## config.mk

```make
export PLATFORM = sky130hd
export DESIGN_NAME = ep0_ctrl_lock
export DESIGN_NICKNAME = d
export VERILOG_FILES = /design/src/rtl/ep0_lock_pkg.sv /design/src/rtl/ep0_lock_ctrl.sv /design/src/rtl/ep0_lock_dp.sv /design/src/rtl/ep0_ctrl_lock.sv
export SDC_FILE = /design/constraint.sdc
export NUM_CORES = 1
export LEC_CHECK = 0
export BUFFER_PORTS_ARGS = -buffer_cell sky130_fd_sc_hd__buf_2
export CAP_MARGIN = 20
export CORE_MARGIN = 4
export CORE_UTILIZATION = 39
export DETAILED_ROUTE_END_ITERATION = 8
export PLACE_DENSITY = 0.75
export SKIP_CTS_REPAIR_TIMING = 1
export SYNTH_ARGS = -nofsm -noshare
export SYNTH_HDL_FRONTEND = slang
export SYNTH_HIERARCHICAL = 1
export SYNTH_SLANG_ARGS = --single-unit
```

## constraint.sdc

```tcl
create_clock -name clk -period 1.4 [get_ports clk]
set_clock_uncertainty 0.1 [all_clocks]
set_input_delay 0.14 -clock clk [delete_from_list [all_inputs] [get_ports clk]]
set_output_delay 0.14 -clock clk [all_outputs]
set_load 0.01 [all_outputs]
```

## src/rtl/ep0_lock_pkg.sv

```systemverilog
`timescale 1ns/1ps
package ep0_lock_pkg;
  localparam int FLAG_W = 4;

  typedef struct packed {
    logic clrFlags;
    logic ldCpuMode;
    logic ldSieMode;
    logic setSetup;
    logic endForce;
    logic setIn;
    logic setOut;
    logic setAck;
  } ep0Strobes_t;
endpackage

```

## src/rtl/ep0_lock_ctrl.sv

```systemverilog
`timescale 1ns/1ps
module ep0_lock_ctrl
  import ep0_lock_pkg::*;
(
  input  logic        clk,
  input  logic        rstN,
  input  logic        cpuRd,
  input  logic        cpuWr,
  input  logic        sieSetupStart,
  input  logic        sieSetupAck,
  input  logic        sieInAcked,
  input  logic        sieOutDone,
  input  logic        sieAcked,
  input  logic        sieModeWr,
  input  logic        sieCntWr,
  output ep0Strobes_t strb,
  output logic        locked
);
  logic sieAny;
  logic cpuWrOk;

  assign sieAny = sieSetupStart | sieSetupAck | sieInAcked | sieOutDone |
                  sieAcked | sieModeWr | sieCntWr;

  // A read in the same cycle unlocks, so a write in that cycle is accepted. SIE wins ties.
  assign cpuWrOk = cpuWr && (!locked || cpuRd) && !sieAny;

  always_comb begin
    strb           = '0;
    strb.clrFlags  = cpuWrOk;
    strb.ldCpuMode = cpuWrOk;
    strb.ldSieMode = sieModeWr;
    strb.setSetup  = sieSetupStart;
    strb.endForce  = sieSetupAck;
    strb.setIn     = sieInAcked;
    strb.setOut    = sieOutDone;
    strb.setAck    = sieAcked;
  end

  always_ff @(posedge clk) begin
    if (!rstN)       locked <= 1'b0;
    else if (sieAny) locked <= 1'b1;
    else if (cpuRd)  locked <= 1'b0;
  end

  AST_LOCK_AFTER_SIE: assert property (@(posedge clk) disable iff (!rstN)
    sieAny |=> locked);
  AST_READ_UNLOCKS: assert property (@(posedge clk) disable iff (!rstN)
    (cpuRd && !sieAny) |=> !locked);
endmodule

```

## src/rtl/ep0_lock_dp.sv

```systemverilog
`timescale 1ns/1ps
module ep0_lock_dp
  import ep0_lock_pkg::*;
#(
  parameter int MODE_W = 4,
  localparam int DATA_W = MODE_W + FLAG_W
) (
  input  logic              clk,
  input  logic              rstN,
  input  ep0Strobes_t       strb,
  input  logic [DATA_W-1:0] cpuWrData,
  input  logic [MODE_W-1:0] sieModeData,
  input  logic              cpuBufWrReq,
  output logic [DATA_W-1:0] regVal,
  output logic              cpuBufWrEn
);
  logic              setupFlag, inFlag, outFlag, ackFlag, setupForced;
  logic [MODE_W-1:0] modeReg;

  always_ff @(posedge clk) begin
    if (!rstN) begin
      setupFlag   <= 1'b0;
      inFlag      <= 1'b0;
      outFlag     <= 1'b0;
      ackFlag     <= 1'b0;
      setupForced <= 1'b0;
      modeReg     <= '0;
    end else begin
      if (strb.setSetup)      setupForced <= 1'b1;
      else if (strb.endForce) setupForced <= 1'b0;

      if (strb.setSetup)                      setupFlag <= 1'b1;
      else if (strb.clrFlags && !setupForced) setupFlag <= 1'b0;

      if (strb.setIn)         inFlag <= 1'b1;
      else if (strb.clrFlags) inFlag <= 1'b0;

      if (strb.setOut)        outFlag <= 1'b1;
      else if (strb.clrFlags) outFlag <= 1'b0;

      if (strb.setAck)        ackFlag <= 1'b1;
      else if (strb.clrFlags) ackFlag <= 1'b0;

      if (strb.ldSieMode)      modeReg <= sieModeData;
      else if (strb.ldCpuMode) modeReg <= cpuWrData[MODE_W-1:0];
    end
  end

  assign regVal     = {setupFlag, inFlag, outFlag, ackFlag, modeReg};
  assign cpuBufWrEn = cpuBufWrReq & ~setupFlag;

  AST_SETUP_HELD: assert property (@(posedge clk) disable iff (!rstN)
    setupForced |-> setupFlag);
  AST_IN_SETS: assert property (@(posedge clk) disable iff (!rstN)
    strb.setIn |=> inFlag);
endmodule

```

## src/rtl/ep0_ctrl_lock.sv

```systemverilog
`timescale 1ns/1ps
module ep0_ctrl_lock
  import ep0_lock_pkg::*;
#(
  parameter int MODE_W = 4,
  localparam int DATA_W = MODE_W + FLAG_W
) (
  input  logic              clk,
  input  logic              rstN,
  input  logic              cpuRd,
  input  logic              cpuWr,
  input  logic [DATA_W-1:0] cpuWrData,
  output logic [DATA_W-1:0] cpuRdData,
  input  logic              cpuBufWrReq,
  output logic              cpuBufWrEn,
  input  logic              sieSetupStart,
  input  logic              sieSetupAck,
  input  logic              sieInAcked,
  input  logic              sieOutDone,
  input  logic              sieAcked,
  input  logic              sieModeWr,
  input  logic [MODE_W-1:0] sieModeData,
  input  logic              sieCntWr
);
  ep0Strobes_t strb;
  logic        locked;

  ep0_lock_ctrl uCtrl (
    .clk(clk), .rstN(rstN), .cpuRd(cpuRd), .cpuWr(cpuWr),
    .sieSetupStart(sieSetupStart), .sieSetupAck(sieSetupAck),
    .sieInAcked(sieInAcked), .sieOutDone(sieOutDone), .sieAcked(sieAcked),
    .sieModeWr(sieModeWr), .sieCntWr(sieCntWr),
    .strb(strb), .locked(locked)
  );

  ep0_lock_dp #(.MODE_W(MODE_W)) uDp (
    .clk(clk), .rstN(rstN), .strb(strb), .cpuWrData(cpuWrData),
    .sieModeData(sieModeData), .cpuBufWrReq(cpuBufWrReq),
    .regVal(cpuRdData), .cpuBufWrEn(cpuBufWrEn)
  );

  AST_LOCKED_WR_IGNORED: assert property (@(posedge clk) disable iff (!rstN)
    (locked && cpuWr && !cpuRd && !(|strb)) |=> $stable(cpuRdData));
  AST_BUF_GATE: assert property (@(posedge clk) disable iff (!rstN)
    cpuRdData[DATA_W-1] |-> !cpuBufWrEn);
endmodule

```

==> out/results.tsv <==
metric	value	unit
stdcell_area	629	um2
viasPerCell	4.35	
synth_xor_area_share	0	%
grt_pass1_wl	1370	um
grt.met1_usage	10.2	%
r2r_end	uDp/modeReg[3]$_SDFFE_PN0P_	
fin_crit	1.21	ns
max-vdd-ir-drop	0.536	mV
tightestPinTransition	0.300	ns
finalCritPeriodShare	86.7	%
cts.sink_count	10	
ant_nets	0	
grt_overflow	0	
drc	0	
place_area	593	um2
clock_path_buffers	2	
busiest_layer	met2	
dieArea	0.00196	mm2
p_sw	0.000146	W
finalHoldViolCount	0	
cap_viol_max_count	0	
ioPinCount	33	
drtPass1Iterations	2	
total_power	0.000661	W
grt_max_degree	11	
cts_buffers	3	
end_kind	flip-flop	
die_h	44.2	um
swShare	22.1	%
grtUsageMet3	2.85	%
syn_nets	79	
r2r_slack	0.19	ns
track_usage	9.16	%
leakage	0.305	nW
cp.required	1.44	ns
netlist-cell-type-count	15	
synth_area	512	um2
holdWs	0.00490	ns
clkPwrFrac	38.1	%
vias	396	
fmax	0.824	GHz
crit_path_start	uCtrl/locked$_SDFFE_PN0P_	
critPathLaunchType	flip-flop	
clkTransAtPathRegs	0.07	ns
r2r-start	uCtrl/locked$_SDFFE_PN0P_	
initial_utilization	43.7	%
nets	102	
drv_slew	0	
wl	918	um
p_int	0.000515	W
outcome	complete, no violations	
synth-simple-area-share	14.9	%
synth_top_family_by_area	buffers and inverters	
cts_tree	built	
hold_path_class	input port to flip-flop	
cts_max_level	1	
endpoint	uDp/modeReg[3]$_SDFFE_PN0P_	
crit_type	flip-flop to flip-flop	
avgSynthCellArea	9.30	um2
setup_viol	0	
die_w	44.2	um
ys_seq_area_share	39.1	%
pwr-share-seq	47.2	%
cellPowerDensity	1050	mW/mm2
n_antenna_cell	0	
synth_adder_area_share	0	%
placement.io_buffers	28	
totalNegativeSetupSlack	0	ns
cts_root_buf	clkbuf_4	
drtIter0Drc	3	
synth_seq_cells	10	
clock_latency	0.25	ns
core	0.00117	mm2
grt_use_met2	16.0	%
rows	12	
power_frac_comb	14.7	%
nFillCells	112	
synth_compound_area_share	15.9	%
grt_antenna_before_repair	0	
dpl.hpwl	759	um
routedWlPerCell	10.1	um
synth_warnings	6	
rsz0062_at_grt	no	
place_congestion	0.650	
relSlewSlack	79.8	%
synth_mux_area_share	7.82	%
drive_above_1_share	48.1	%
cp.arrival	1.25	ns
grt_pass1_vias	372	
area_growth	23.0	%
cp_max_fo	4	
syn_inst	55	
reg2reg_depth	5	
==> cell type report <==
class	instances	area, um2	area share, %
sequential	10	200	31.8
multi-input combinational	29	198	31.4
timing repair buffer	32	170	27.0
clock buffer	4	36.3	5.77
tap	14	17.5	2.78
inverter	2	7.51	1.19
==> cell families (layout without fill, tap and decap cells) <==
kind of cell,after synthesis,in the layout
and+or+nand+nor,11,11
AOI/OAI and AO/OA,14,14
DFF,10,10
muxes,4,4
buffers and inverters,16,38
==> critical path: stages, from the launching register on <==
cell and delay, ns:
dfxtp_1 0.30, nand2b_1 0.07, and4_1 0.21, buf_4 0.15, mux2i_1 0.18, a21oi_1 0.08
==> placed cells by master, fill, tap and decap left out <==
cell,Yosys,layout
a21oi_1,5,5
a31oi_1,1,1
and4_1,1,1
buf_2,0,28
buf_4,12,4
clkbuf_4,0,3
clkbuf_8,0,1
dfxtp_1,10,10
inv_1,2,2
mux2i_1,4,4
nand2b_1,2,2
nor2b_1,6,6
nor3_1,1,1
nor4_2,1,1
o21a_1,4,4
o21ai_0,4,4
==> power groups by stage <==
stage	Clock, W	Combinational [W]	Sequential, W
floorplan	0	0.0000638	0.000322
global placement	0	0.0000966	0.000318
detailed placement	0	0.0000986	0.000319
CTS	0.000259	0.0000989	0.000312
global route	0.000268	0.000108	0.000314
finish	0.000252	0.0000970	0.000312
==> worst min path at each step <==
stage | from | endpoint | slack (ns) | depth (start not counted)
floorplan | rstN | uCtrl/locked$_SDFFE_PN0P_ | 0.15 | 2
global route | sieOutDone | uDp/outFlag$_SDFFE_PN0P_ | 0.005 | 2
finish | sieOutDone | uDp/outFlag$_SDFFE_PN0P_ | 0.005 | 2
global placement | sieOutDone | uDp/outFlag$_SDFFE_PN0P_ | 0.27 | 2
CTS | sieOutDone | uDp/outFlag$_SDFFE_PN0P_ | 0.0001 | 2
detailed placement | sieInAcked | uDp/inFlag$_SDFFE_PN0P_ | 0.27 | 2
==> Yosys cell counts <==
library cell	number	share of area (%)
and4_1	1	1.7
clkbuf_2	1	0.98
nor3_1	1	0.98
nor4_2	1	2.4
nor2b_1	6	7.3
buf_6	1	2.2
o21a_1	4	5.9
mux2i_1	4	7.8
dfxtp_1	10	39
nand2b_1	2	2.4
a21oi_1	5	4.9
a31oi_1	1	1.2
o21ai_0	4	3.9
inv_1	2	1.5
buf_4	12	18
==> layer usage <==
layer  vias up  part of all wire, %
li1        217                    -
met4         0                    0
met5         -                    0
met2        14                   49
met1       165                   42
met3         0                  8.8
==> registers in the layout (all words and copies together) (netlist names) <==
signal and flops:
uDp/modeReg 4, uCtrl/locked 1, uDp/ackFlag 1, uDp/inFlag 1
uDp/outFlag 1, uDp/setupFlag 1, uDp/setupForced 1
==> per-stage QoR <==
stage | instances | setup WS, ns | util [%]
finish | 91 | 0.186 | 53.7
global route | 91 | 0.0482 | 53.7
CTS | 91 | 0.169 | 53.7
detailed placement | 87 | -0.0472 | 50.6
global placement | 87 | -0.0166 | 50.6
floorplan | 55 | 0.108 | -
No activity file was read; power rests on OpenSTA's default activity.
